## src/rtl/nrm_pkg.sv

```systemverilog
package nrm_pkg;

  typedef enum logic [1:0] {
    NRM_IDLE  = 2'd0,
    NRM_LEAD  = 2'd1,
    NRM_SHIFT = 2'd2,
    NRM_TAIL  = 2'd3
  } nrm_state_e;

  // Busy-cycle length of one operation, given its outcome.
  function automatic int unsigned nrm_cycles(input bit was_zero,
                                             input int unsigned shifts,
                                             input int unsigned lead,
                                             input int unsigned tail,
                                             input int unsigned zero_tail);
    if (was_zero) return lead + zero_tail;
    return lead + shifts + tail;
  endfunction

  function automatic int unsigned nrm_max3(input int unsigned a,
                                           input int unsigned b,
                                           input int unsigned c);
    int unsigned m;
    m = (a > b) ? a : b;
    return (m > c) ? m : c;
  endfunction

endpackage

```

## src/rtl/nrm_shifter.sv

```systemverilog
module nrm_shifter #(
  parameter int DATA_W = 32,
  parameter int CNT_W  = 8
) (
  input  logic              clk,
  input  logic              rst_n,
  input  logic              load_en_i,
  input  logic [DATA_W-1:0] operand_i,
  input  logic              shift_en_i,
  input  logic              flag_en_i,
  output logic [DATA_W-1:0] value_o,
  output logic [CNT_W-1:0]  count_o,
  output logic              zero_flag_o,
  output logic              src_zero_o,
  output logic              src_msb_o,
  output logic              next_msb_o
);

  localparam int MSB = DATA_W - 1;

  function automatic logic [DATA_W-1:0] shl1(input logic [DATA_W-1:0] v);
    return {v[DATA_W-2:0], 1'b0};
  endfunction

  logic [DATA_W-1:0] value_q;
  logic [CNT_W-1:0]  count_q;
  logic              zero_q;

  always_ff @(posedge clk or negedge rst_n) begin
    if (!rst_n) begin
      value_q <= '0;
      count_q <= '0;
      zero_q  <= 1'b0;
    end else begin
      if (load_en_i) begin
        value_q <= operand_i;
        count_q <= '0;
      end else if (shift_en_i) begin
        value_q <= shl1(value_q);
        count_q <= count_q + 1'b1;
      end
      if (flag_en_i) zero_q <= src_zero_o;
    end
  end

  assign src_zero_o  = (value_q == '0);
  assign src_msb_o   = value_q[MSB];
  assign next_msb_o  = value_q[MSB-1];
  assign value_o     = value_q;
  assign count_o     = count_q;
  assign zero_flag_o = zero_q;


  shift_zero_msb_chk: assert property (@(posedge clk) disable iff (!rst_n)
    shift_en_i |-> !value_q[MSB]);


  count_bound_chk: assert property (@(posedge clk) disable iff (!rst_n)
    shift_en_i |-> (count_q < CNT_W'(DATA_W - 1)));

endmodule

```

## src/rtl/nrm_sequencer.sv

```systemverilog
module nrm_sequencer
  import nrm_pkg::*;
#(
  parameter int LEAD_CYCLES      = 2,
  parameter int TAIL_CYCLES      = 4,
  parameter int ZERO_TAIL_CYCLES = 2
) (
  input  logic clk,
  input  logic rst_n,
  input  logic start_i,
  input  logic src_zero_i,
  input  logic src_msb_i,
  input  logic next_msb_i,
  output logic load_en_o,
  output logic shift_en_o,
  output logic lead_end_o,
  output logic busy_o,
  output logic done_o
);

  localparam int PH_MAX = int'(nrm_max3(LEAD_CYCLES, TAIL_CYCLES, ZERO_TAIL_CYCLES));
  localparam int PH_W   = (PH_MAX > 1) ? $clog2(PH_MAX) : 1;
  localparam logic [PH_W-1:0] LEAD_LD  = PH_W'(LEAD_CYCLES - 1);
  localparam logic [PH_W-1:0] TAIL_LD  = PH_W'(TAIL_CYCLES - 1);
  localparam logic [PH_W-1:0] ZTAIL_LD = PH_W'(ZERO_TAIL_CYCLES - 1);

  nrm_state_e      state_q, state_d;
  logic [PH_W-1:0] phase_q, phase_d;
  logic            tail_end;

  assign load_en_o  = (state_q == NRM_IDLE) && start_i;
  assign lead_end_o = (state_q == NRM_LEAD) && (phase_q == '0);
  assign tail_end   = (state_q == NRM_TAIL) && (phase_q == '0);
  assign shift_en_o = (state_q == NRM_SHIFT);
  assign busy_o     = (state_q != NRM_IDLE);
  assign done_o     = tail_end;

  always_comb begin
    state_d = state_q;
    phase_d = phase_q;
    unique case (state_q)
      NRM_IDLE: begin
        if (start_i) begin
          state_d = NRM_LEAD;
          phase_d = LEAD_LD;
        end
      end
      NRM_LEAD: begin
        if (phase_q != '0) begin
          phase_d = phase_q - 1'b1;
        end else if (src_zero_i) begin
          state_d = NRM_TAIL;
          phase_d = ZTAIL_LD;
        end else if (src_msb_i) begin
          state_d = NRM_TAIL;
          phase_d = TAIL_LD;
        end else begin
          state_d = NRM_SHIFT;
        end
      end
      NRM_SHIFT: begin
        if (next_msb_i) begin
          state_d = NRM_TAIL;
          phase_d = TAIL_LD;
        end
      end
      NRM_TAIL: begin
        if (phase_q != '0) phase_d = phase_q - 1'b1;
        else               state_d = NRM_IDLE;
      end
      default: state_d = NRM_IDLE;
    endcase
  end

  always_ff @(posedge clk or negedge rst_n) begin
    if (!rst_n) begin
      state_q <= NRM_IDLE;
      phase_q <= '0;
    end else begin
      state_q <= state_d;
      phase_q <= phase_d;
    end
  end


  done_ends_busy_chk: assert property (@(posedge clk) disable iff (!rst_n)
    done_o |=> !busy_o);


  done_within_busy_chk: assert property (@(posedge clk) disable iff (!rst_n)
    done_o |-> busy_o);


  accept_sets_busy_chk: assert property (@(posedge clk) disable iff (!rst_n)
    (!busy_o && start_i) |=> (busy_o && !done_o));

endmodule

```

## src/rtl/lz_normalizer.sv

```systemverilog
module lz_normalizer
  import nrm_pkg::*;
#(
  parameter int DATA_W           = 32,
  parameter int CNT_W            = 8,
  parameter int LEAD_CYCLES      = 2,
  parameter int TAIL_CYCLES      = 4,
  parameter int ZERO_TAIL_CYCLES = 2
) (
  input  logic              clk,
  input  logic              rst_n,
  input  logic              start,
  input  logic [DATA_W-1:0] operand_i,
  output logic              busy,
  output logic              done,
  output logic [DATA_W-1:0] result_o,
  output logic [CNT_W-1:0]  shift_count_o,
  output logic              zero_flag_o
);

  localparam int MAX_LAT = LEAD_CYCLES + TAIL_CYCLES + DATA_W;
  localparam int LAT_W   = $clog2(MAX_LAT + 1);

  // Named internal events between datapath and sequencer.
  logic load_en, shift_en, lead_end;
  logic src_zero, src_msb, next_msb;

  nrm_sequencer #(
    .LEAD_CYCLES      (LEAD_CYCLES),
    .TAIL_CYCLES      (TAIL_CYCLES),
    .ZERO_TAIL_CYCLES (ZERO_TAIL_CYCLES)
  ) u_seq (
    .clk        (clk),
    .rst_n      (rst_n),
    .start_i    (start),
    .src_zero_i (src_zero),
    .src_msb_i  (src_msb),
    .next_msb_i (next_msb),
    .load_en_o  (load_en),
    .shift_en_o (shift_en),
    .lead_end_o (lead_end),
    .busy_o     (busy),
    .done_o     (done)
  );

  nrm_shifter #(
    .DATA_W (DATA_W),
    .CNT_W  (CNT_W)
  ) u_dp (
    .clk         (clk),
    .rst_n       (rst_n),
    .load_en_i   (load_en),
    .operand_i   (operand_i),
    .shift_en_i  (shift_en),
    .flag_en_i   (lead_end),
    .value_o     (result_o),
    .count_o     (shift_count_o),
    .zero_flag_o (zero_flag_o),
    .src_zero_o  (src_zero),
    .src_msb_o   (src_msb),
    .next_msb_o  (next_msb)
  );

  // Busy-cycle index of the running operation, for the latency property.
  logic [LAT_W-1:0] lat_q;
  always_ff @(posedge clk or negedge rst_n) begin
    if (!rst_n)       lat_q <= '0;
    else if (load_en) lat_q <= LAT_W'(1);
    else if (busy)    lat_q <= lat_q + 1'b1;
  end


  latency_chk: assert property (@(posedge clk) disable iff (!rst_n)
    done |-> (lat_q == LAT_W'(nrm_cycles(zero_flag_o, 32'(shift_count_o),
                                         LEAD_CYCLES, TAIL_CYCLES, ZERO_TAIL_CYCLES))));


  normalized_chk: assert property (@(posedge clk) disable iff (!rst_n)
    (done && !zero_flag_o) |-> result_o[DATA_W-1]);


  zero_result_chk: assert property (@(posedge clk) disable iff (!rst_n)
    (done && zero_flag_o) |-> (result_o == '0 && shift_count_o == '0));


  flag_clear_chk: assert property (@(posedge clk) disable iff (!rst_n)
    (done && result_o[DATA_W-1]) |-> !zero_flag_o);


  restart_ignored_chk: assert property (@(posedge clk) disable iff (!rst_n)
    (busy && !done && start) |=> (busy && lat_q == $past(lat_q) + 1'b1));


  idle_hold_chk: assert property (@(posedge clk) disable iff (!rst_n)
    (!busy && !start) |=> ($stable(result_o) && $stable(shift_count_o) && $stable(zero_flag_o)));

endmodule

```

## config.mk

```make
export PLATFORM = sky130hd
export DESIGN_NAME = lz_normalizer
export DESIGN_NICKNAME = d
export VERILOG_FILES = /design/src/rtl/nrm_pkg.sv /design/src/rtl/nrm_shifter.sv /design/src/rtl/nrm_sequencer.sv /design/src/rtl/lz_normalizer.sv
export SDC_FILE = /design/constraint.sdc
export NUM_CORES = 1
export LEC_CHECK = 0
export BUFFER_PORTS_ARGS = -buffer_cell sky130_fd_sc_hd__buf_2
export CAP_MARGIN = 0
export CORE_MARGIN = 3
export CORE_UTILIZATION = 50
export CTS_CLUSTER_SIZE = 16
export DETAILED_ROUTE_END_ITERATION = 6
export PLACE_DENSITY = 0.88
export RECOVER_POWER = 100
export SETUP_SLACK_MARGIN = 0.3
export SLEW_MARGIN = 20
export SYNTH_ARGS = -nofsm -noshare
export SYNTH_HDL_FRONTEND = slang
export SYNTH_SLANG_ARGS = --single-unit
```

## constraint.sdc

```tcl
create_clock -name clk -period 2.3 [get_ports clk]
set_clock_uncertainty 0.05 [all_clocks]
set_input_delay 0.23 -clock clk [delete_from_list [all_inputs] [get_ports clk]]
set_output_delay 0.23 -clock clk [all_outputs]
set_load 0.05 [all_outputs]
```

==> out/metrics.yaml, run 1 <==
logic_synthesis:
  syn-instance-count: 227
  synth-seq-area-share_pct: 49.4
  synth_flop_cell: "dfrtp_1"
  yosysUniqueCellTypes: 29
  synth.avg_cell_area_um2: 10.0
  yosys_warnings: 0
  syn_area_um2: 2280
  synthesis.nets: 269
  ys_async_sr_fraction_pct: 100
  ys_ff_latch: 45
  synth_edf_count: 0
detailed_routing:
  routed-via-count: 1922
  wl_met2_um: 2450
  met3_length_um: 380
  drc: 0
  wl_um: 5040
  wl_met1_um: 2140
  top_layer_used: "met4"
  via_per_inst: 5.44
  drt-pass1-iter-count: 5
  wl_per_cell_um: 14.3
  ant_nets: 0
  drtIter0Drc: 65
global_route:
  grtUsageTotal_pct: 19.9
  grt_max_degree: 57
  grt_pass1_vias: 1841
  antenna_found_initial: 0
  grt_pass1_wl_um: 8390
  grt-ovfl-total: 0
sta:
  timing.fmax_ghz: 0.517
  fin_crit_ns: 1.93
  hold_viol: 0
  fin_setup_tns_ns: 0
  setup_violations: 0
  slew_violations: 0
  relSlewSlack_pct: 28.4
  worst_slack_ns: 0.366
  period_share_pct: 84.1
  tightest_slew_ns: 1.07
  grt_setup_unrepaired: "false"
clocking:
  clockBufferDepth: 2
  postCtsSetupRepairBufs: 0
  clock_sinks: 45
  cts_inserted_buffers: 5
  hold_buffers: 1
  htreeDepth: 2
  cts_tree: "yes"
  clk_pin_slew_ns: 0.08
  clock_latency_ns: 0.29
  post_cts_resized: 0
  cts_root_buf: "clkbuf_8"
placement:
  dp.final_hpwl_um: 3690
  pre_cts_slack_ns: 0.507
  dp.cells: 344
  place.gp.congestion: 0.786
  portBuffers: 77
worst_setup_path:
  timing.rr.start: "u_seq.state_q[0]$_DFFE_PN0P_"
  cp.required_ns: 2.41
  cp_max_fo: 22
  reg2reg_to: "u_dp.value_o[8]$_DFFE_PN0P_"
  startpoint_type: "register"
  rrSetupSlack_ns: 0.37
  worstSetupPathType: "register to register"
  worst-r2r-cell-count: 5
  worst_setup_path_end_kind: "register"
  worstPathArrival_ns: 2.05
min_path:
  hold_class: "primary input to register"
  hold_start: "operand_i[15]"
  hold_end: "u_dp.value_o[15]$_DFFE_PN0P_"
  min_path_cells: 3
finish:
  drive_above_1_share_pct: 16.5
  areaGrowthSynthToFinish_pct: 21.4
  finalNonFillerCells: 353
  final_common_cell: "dfrtp_1"
  diodes: 0
  final_cell_mix: "dfrtp_1, clkbuf_1, nand2_1, o21ai_0, buf_2"
  nets: 344
  fillers: 364
outcome:
  status: "finished clean"
floorplan:
  die-height_um: 73.5
  ioPinCount: 78
  core_area_um2: 4200
  std_cell_rows: 23
  floorplan.initialDensity_pct: 54.3
  fp.dieArea_um2: 5410
  die_w_um: 73.5
flow_run:
  max_cap_violations: 0
-- synthesized netlist by cell type, types with 5 or more instances --
master    instances  area share (%)
clkbuf_1          8             1.3
o21ai_0          36             7.9
inv_1             7             1.2
nand4_1           5             1.4
nor4_1            6             1.6
dfrtp_1          45              49
mux2i_1          32              14
nand2_1          37             6.1
ha_1              7             3.8
nor2_1            7             1.2
a21oi_1           5             1.1
-- routing by layer --
metal,global-route usage (%),vias up
met5,0,-
met4,5.03,0
met2,32.6,70
met3,6.02,6
li1,-,942
met1,25.8,904
-- critical path, cell delays in order (launching register included) --
cell	delay, ns
dfrtp_1	0.42
inv_1	0.16
ha_1	0.40
buf_4	0.42
mux2i_1	0.25
o21ai_0	0.10
-- cell type report --
class	instances	area (um^2)	share of cell area (%)
well taps	50	62.6	2.26
clock buffers	7	86.3	3.12
repair buffers	82	379	13.7
flip-flops and latches	45	1130	40.7
multi-input cells	161	1060	38.3
inverters	7	26.3	0.949
clock inverters	1	30.0	1.08
-- per-stage QoR --
step	hold WS (ns)	area, um^2	utilization (%)
after floorplan	-0.116	2280	-
after global placement	0.292	2710	64.5
after detailed placement	0.296	2710	64.5
after CTS	0.0791	2840	67.5
after global routing	0.0873	2770	65.9
final	0.0834	2770	65.9
-- logic make-up (layout without fill, tap and decap cells) --
group | count (synthesis) | after routing | share of synthesized area [%]
mux | 35 | 35 | 15.5
fa+ha+maj | 7 | 7 | 3.84
flops | 45 | 45 | 49.4
simple gates | 66 | 66 | 13.8
xor+xnor | 5 | 5 | 1.92
compound gates | 48 | 48 | 11.5
buf+inv | 21 | 97 | 4.00
-- how the worst max path moves through the flow --
stage | start | to | cells after the start
final | u_seq.state_q[0]$_DFFE_PN0P_ | u_dp.value_o[8]$_DFFE_PN0P_ | 5
after global routing | u_seq.state_q[0]$_DFFE_PN0P_ | u_dp.count_o[7]$_DFFE_PN0P_ | 5
after CTS | u_seq.state_q[0]$_DFFE_PN0P_ | u_dp.value_o[8]$_DFFE_PN0P_ | 5
after detailed placement | u_seq.state_q[0]$_DFFE_PN0P_ | u_dp.value_o[8]$_DFFE_PN0P_ | 5
after global placement | u_seq.state_q[0]$_DFFE_PN0P_ | u_dp.value_o[15]$_DFFE_PN0P_ | 5
after floorplan | u_seq.state_q[0]$_DFFE_PN0P_ | u_seq.phase_q[0]$_DFFE_PN0P_ | 7
-- registers in the layout, indices dropped and copies added (netlist names) --
| name | count |
|---|---|
| u_seq.phase_q | 2 |
| u_dp.count_o | 8 |
| u_seq.state_q | 2 |
| u_dp.value_o | 32 |
| u_dp.zero_flag_o | 1 |
Power of run 1 is not shown: default switching activity piles up to over one toggle a cycle in this logic, so the estimate is an artifact.
==> run 2, diff against run 1 <==
--- a/config.mk
+++ b/config.mk
@@ -5,13 +5,14 @@
 export SDC_FILE = /design/constraint.sdc
 export NUM_CORES = 1
 export LEC_CHECK = 0
+export ABC_AREA = 1
 export BUFFER_PORTS_ARGS = -buffer_cell sky130_fd_sc_hd__buf_2
 export CAP_MARGIN = 0
 export CORE_MARGIN = 3
-export CORE_UTILIZATION = 50
+export CORE_UTILIZATION = 46
 export CTS_CLUSTER_SIZE = 16
 export DETAILED_ROUTE_END_ITERATION = 6
-export PLACE_DENSITY = 0.88
+export PLACE_DENSITY = 0.84
 export RECOVER_POWER = 100
 export SETUP_SLACK_MARGIN = 0.3
 export SLEW_MARGIN = 20
==> constraint.sdc (replaced) <==
create_clock -name clk -period 1.7 [get_ports clk]
set_clock_uncertainty 0.05 [all_clocks]
set_input_delay 0.17 -clock clk [delete_from_list [all_inputs] [get_ports clk]]
set_output_delay 0.17 -clock clk [all_outputs]
set_load 0.05 [all_outputs]
==> out/metrics.yaml, run 2 <==
floorplan:
  die-height_um: 79.5  # +8.1%
  std_cell_rows: 26  # +13%
  floorplan.initialDensity_pct: 48.0  # -6.3 points
  ioPinCount: 78  # unchanged
  fp.dieArea_um2: 6310  # +17%
  die_w_um: 79.5  # +8.1%
  core_area_um2: 5170  # +23%
detailed_routing:
  routed-via-count: 2683  # +40%
  wl_per_cell_um: 16.6  # +16%
  via_per_inst: 5.52  # +1.4%
  ant_nets: 0  # unchanged
  drtIter0Drc: 248  # +280%
  drc: 0  # unchanged
  wl_um: 8050  # +60%
  drt-pass1-iter-count: 5  # unchanged
power_and_ir_drop:
  power_mw: 8.05
  clockPowerShare_pct: 9.2
  power_density_nw_per_um2: 2360
  p_leak_nw: 1.61
  comb_power_share_pct: 65.4
  p_sw_share_pct: 56.2
  ir_drop_uv: 1350
  p_seq_share_pct: 25.3
  p_switching_mw: 4.52
  p_int_mw: 3.52
logic_synthesis:
  syn-instance-count: 311  # +37%
  yosysUniqueCellTypes: 27  # -6.9%
  ys_async_sr_fraction_pct: 100  # unchanged
  synth-seq-area-share_pct: 45.4  # -4.0 points
  synth.avg_cell_area_um2: 7.98  # -21%
  synth_area_leaders: "dfrtp_1, nand2_1, inv_1"
  synth_most_common_cell: "nand2_1"
  synthesis.nets: 353  # +31%
  syn_area_um2: 2480  # +8.8%
  synth_common_cells: "nand2_1, dfrtp_1, inv_1"
  synth_flop_cell: "dfrtp_1"
  yosys_warnings: 0  # unchanged
  ys_ff_latch: 45  # unchanged
  yosysTopAreaCell: "dfrtp_1"
  synth_top_cell_area_share_pct: 45.4  # -4.0 points
  synth_edf_count: 0  # unchanged
placement:
  dp.final_hpwl_um: 4810  # +30%
  place.gp.congestion: 0.891  # +13%
  portBuffers: 77  # unchanged
global_route:
  grt-ovfl-total: 0  # unchanged
  antenna_found_initial: 0  # unchanged
  grt_pass1_vias: 2424  # +32%
  grt_max_degree: 39  # -32%
  grt_pass1_wl_um: 11300  # +34%
  grtUsageTotal_pct: 22.7  # +2.8 points
clocking:
  cts_tree: "yes"
  clock_latency_ns: 0.32  # +0.03 ns
  htreeDepth: 2  # unchanged
  cts_inserted_buffers: 5  # unchanged
  clockBufferDepth: 2  # unchanged
  clock_sinks: 45  # unchanged
  clk_pin_slew_ns: 0.12  # +0.04 ns
  cts_root_buf: "clkbuf_8"
worst_setup_path:
  cp_max_fo: 4  # -82%
  worst_setup_path_end_kind: "register"
  startpoint_type: "register"
  rrSetupSlack_ns: 0.09  # -0.28 ns
  worstSetupPathType: "register to register"
  cp.required_ns: 1.84  # -0.57 ns
  worstPathArrival_ns: 1.76  # -0.29 ns
sta:
  grt_setup_unrepaired: "true"
  setup_violations: 0  # unchanged
  fin_setup_tns_ns: 0  # unchanged
  slew_violations: 0  # unchanged
  tightest_slew_ns: 1.08  # +0.00824 ns
  fin_crit_ns: 1.61  # -0.320 ns
  timing.fmax_ghz: 0.620  # +20%
  period_share_pct: 94.9  # +11 points
  relSlewSlack_pct: 27.9  # -0.55 points
  hold_viol: 0  # unchanged
flow_run:
  max_cap_violations: 0  # unchanged
finish:
  final_cell_mix: "nand2_1, clkbuf_1, dfrtp_1, inv_1, buf_2"
  diodes: 0  # unchanged
  final_util_pct: 65.8  # -0.16 points
  final_common_cell: "nand2_1"
  drive_above_1_share_pct: 27.4  # +11 points
  areaGrowthSynthToFinish_pct: 37.0
  nets: 457  # +33%
  largest_reg_flops: 32  # unchanged
min_path:
  hold_class: "primary input to register"
outcome:
  status: "finished clean"
run 2: logic make-up (layout without fill, tap and decap cells):
kind of cell,Yosys count,in the layout,synth area share (%)
compound gates,52,52,14.9
fa+ha+maj,7,7,3.53
buf+inv,62,167,11.5
flops,45,45,45.4
simple gates,145,145,24.7
run 2: area by class of cell:
| class | count | area, um^2 |
|---|---|---|
| Fill cell | 418 | 1770 |
| Multi-Input combinational cell | 204 | 1180 |
| Sequential cell | 45 | 1130 |
| Timing Repair Buffer | 110 | 699 |
| Inverter | 47 | 198 |
| Tap cell | 70 | 87.6 |
| Clock buffer | 5 | 68.8 |
| Clock inverter | 3 | 26.3 |
| Timing Repair inverter | 2 | 10.0 |
run 2: worst max-delay path, cell delays in order (launching register included):
cell     delay [ns]
dfrtp_1        0.46
nor2_1         0.16
nand2_1        0.11
nor2_1         0.13
nand2_1        0.06
o21ai_0        0.29
nand2_1        0.10
nand2_1        0.08
o21ai_1        0.05
run 2: final timing paths:
path	startpoint	end	cells past startpoint
max	u_dp.value_o[10]$_DFFE_PN0P_	u_seq.phase_q[1]$_DFFE_PN0P_	8
min	operand_i[0]	u_dp.value_o[0]$_DFFE_PN0P_	3
max reg2reg	u_dp.value_o[10]$_DFFE_PN0P_	u_seq.phase_q[1]$_DFFE_PN0P_	8
min reg2reg	u_dp.count_o[7]$_DFFE_PN0P_	u_dp.count_o[7]$_DFFE_PN0P_	1
max in group asynchronous	rst_n	u_dp.value_o[26]$_DFFE_PN0P_	3
min in group asynchronous	rst_n	u_dp.value_o[16]$_DFFE_PN0P_	2
run 2: repair_timing:
action | 4_1_cts | 5_1_grt
setup endpoints to repair | 42 | 45
setup buffers | 9 | 8
hold buffers | 1 | 0
gates cloned | 2 | 4
pin swaps | 5 | 11
hold endpoints to repair | 15 | 0
resized for setup | 31 | 33
run 2: through the flow:
stage	cell area, um^2	hold WS [ns]	setup slack (ns)	instances
final	3400	0.0102	0.0861	486
after global routing	3400	0.0177	0.00603	486
after CTS	3240	0.0176	0.187	474
after detailed placement	2980	0.0702	0.127	454
after global placement	2980	0.0716	0.165	454
after floorplan	2520	-0.176	0.215	311
run 2: layer usage:
layer | share of wire [%] | track usage, % | vias to the layer above
met3 | 7.5 | 3.84 | 16
li1 | - | - | 1220
met2 | 52 | 39.9 | 138
met4 | 1.8 | 8.42 | 0
met1 | 39 | 27.7 | 1309
met5 | 0 | 0 | -
run 2: power groups by stage:
stage | clock [mW] | combinational (mW) | sequential [mW]
2_1_floorplan | 0 | 2.13 | 3.25
3_3_place_gp | 0 | 4.25 | 1.99
3_5_place_dp | 0 | 4.37 | 2.00
4_1_cts | 0.733 | 4.86 | 1.99
5_1_grt | 0.774 | 5.61 | 2.09
6_report | 0.743 | 5.26 | 2.04
Note: power is estimated with default switching activity, not from simulation.
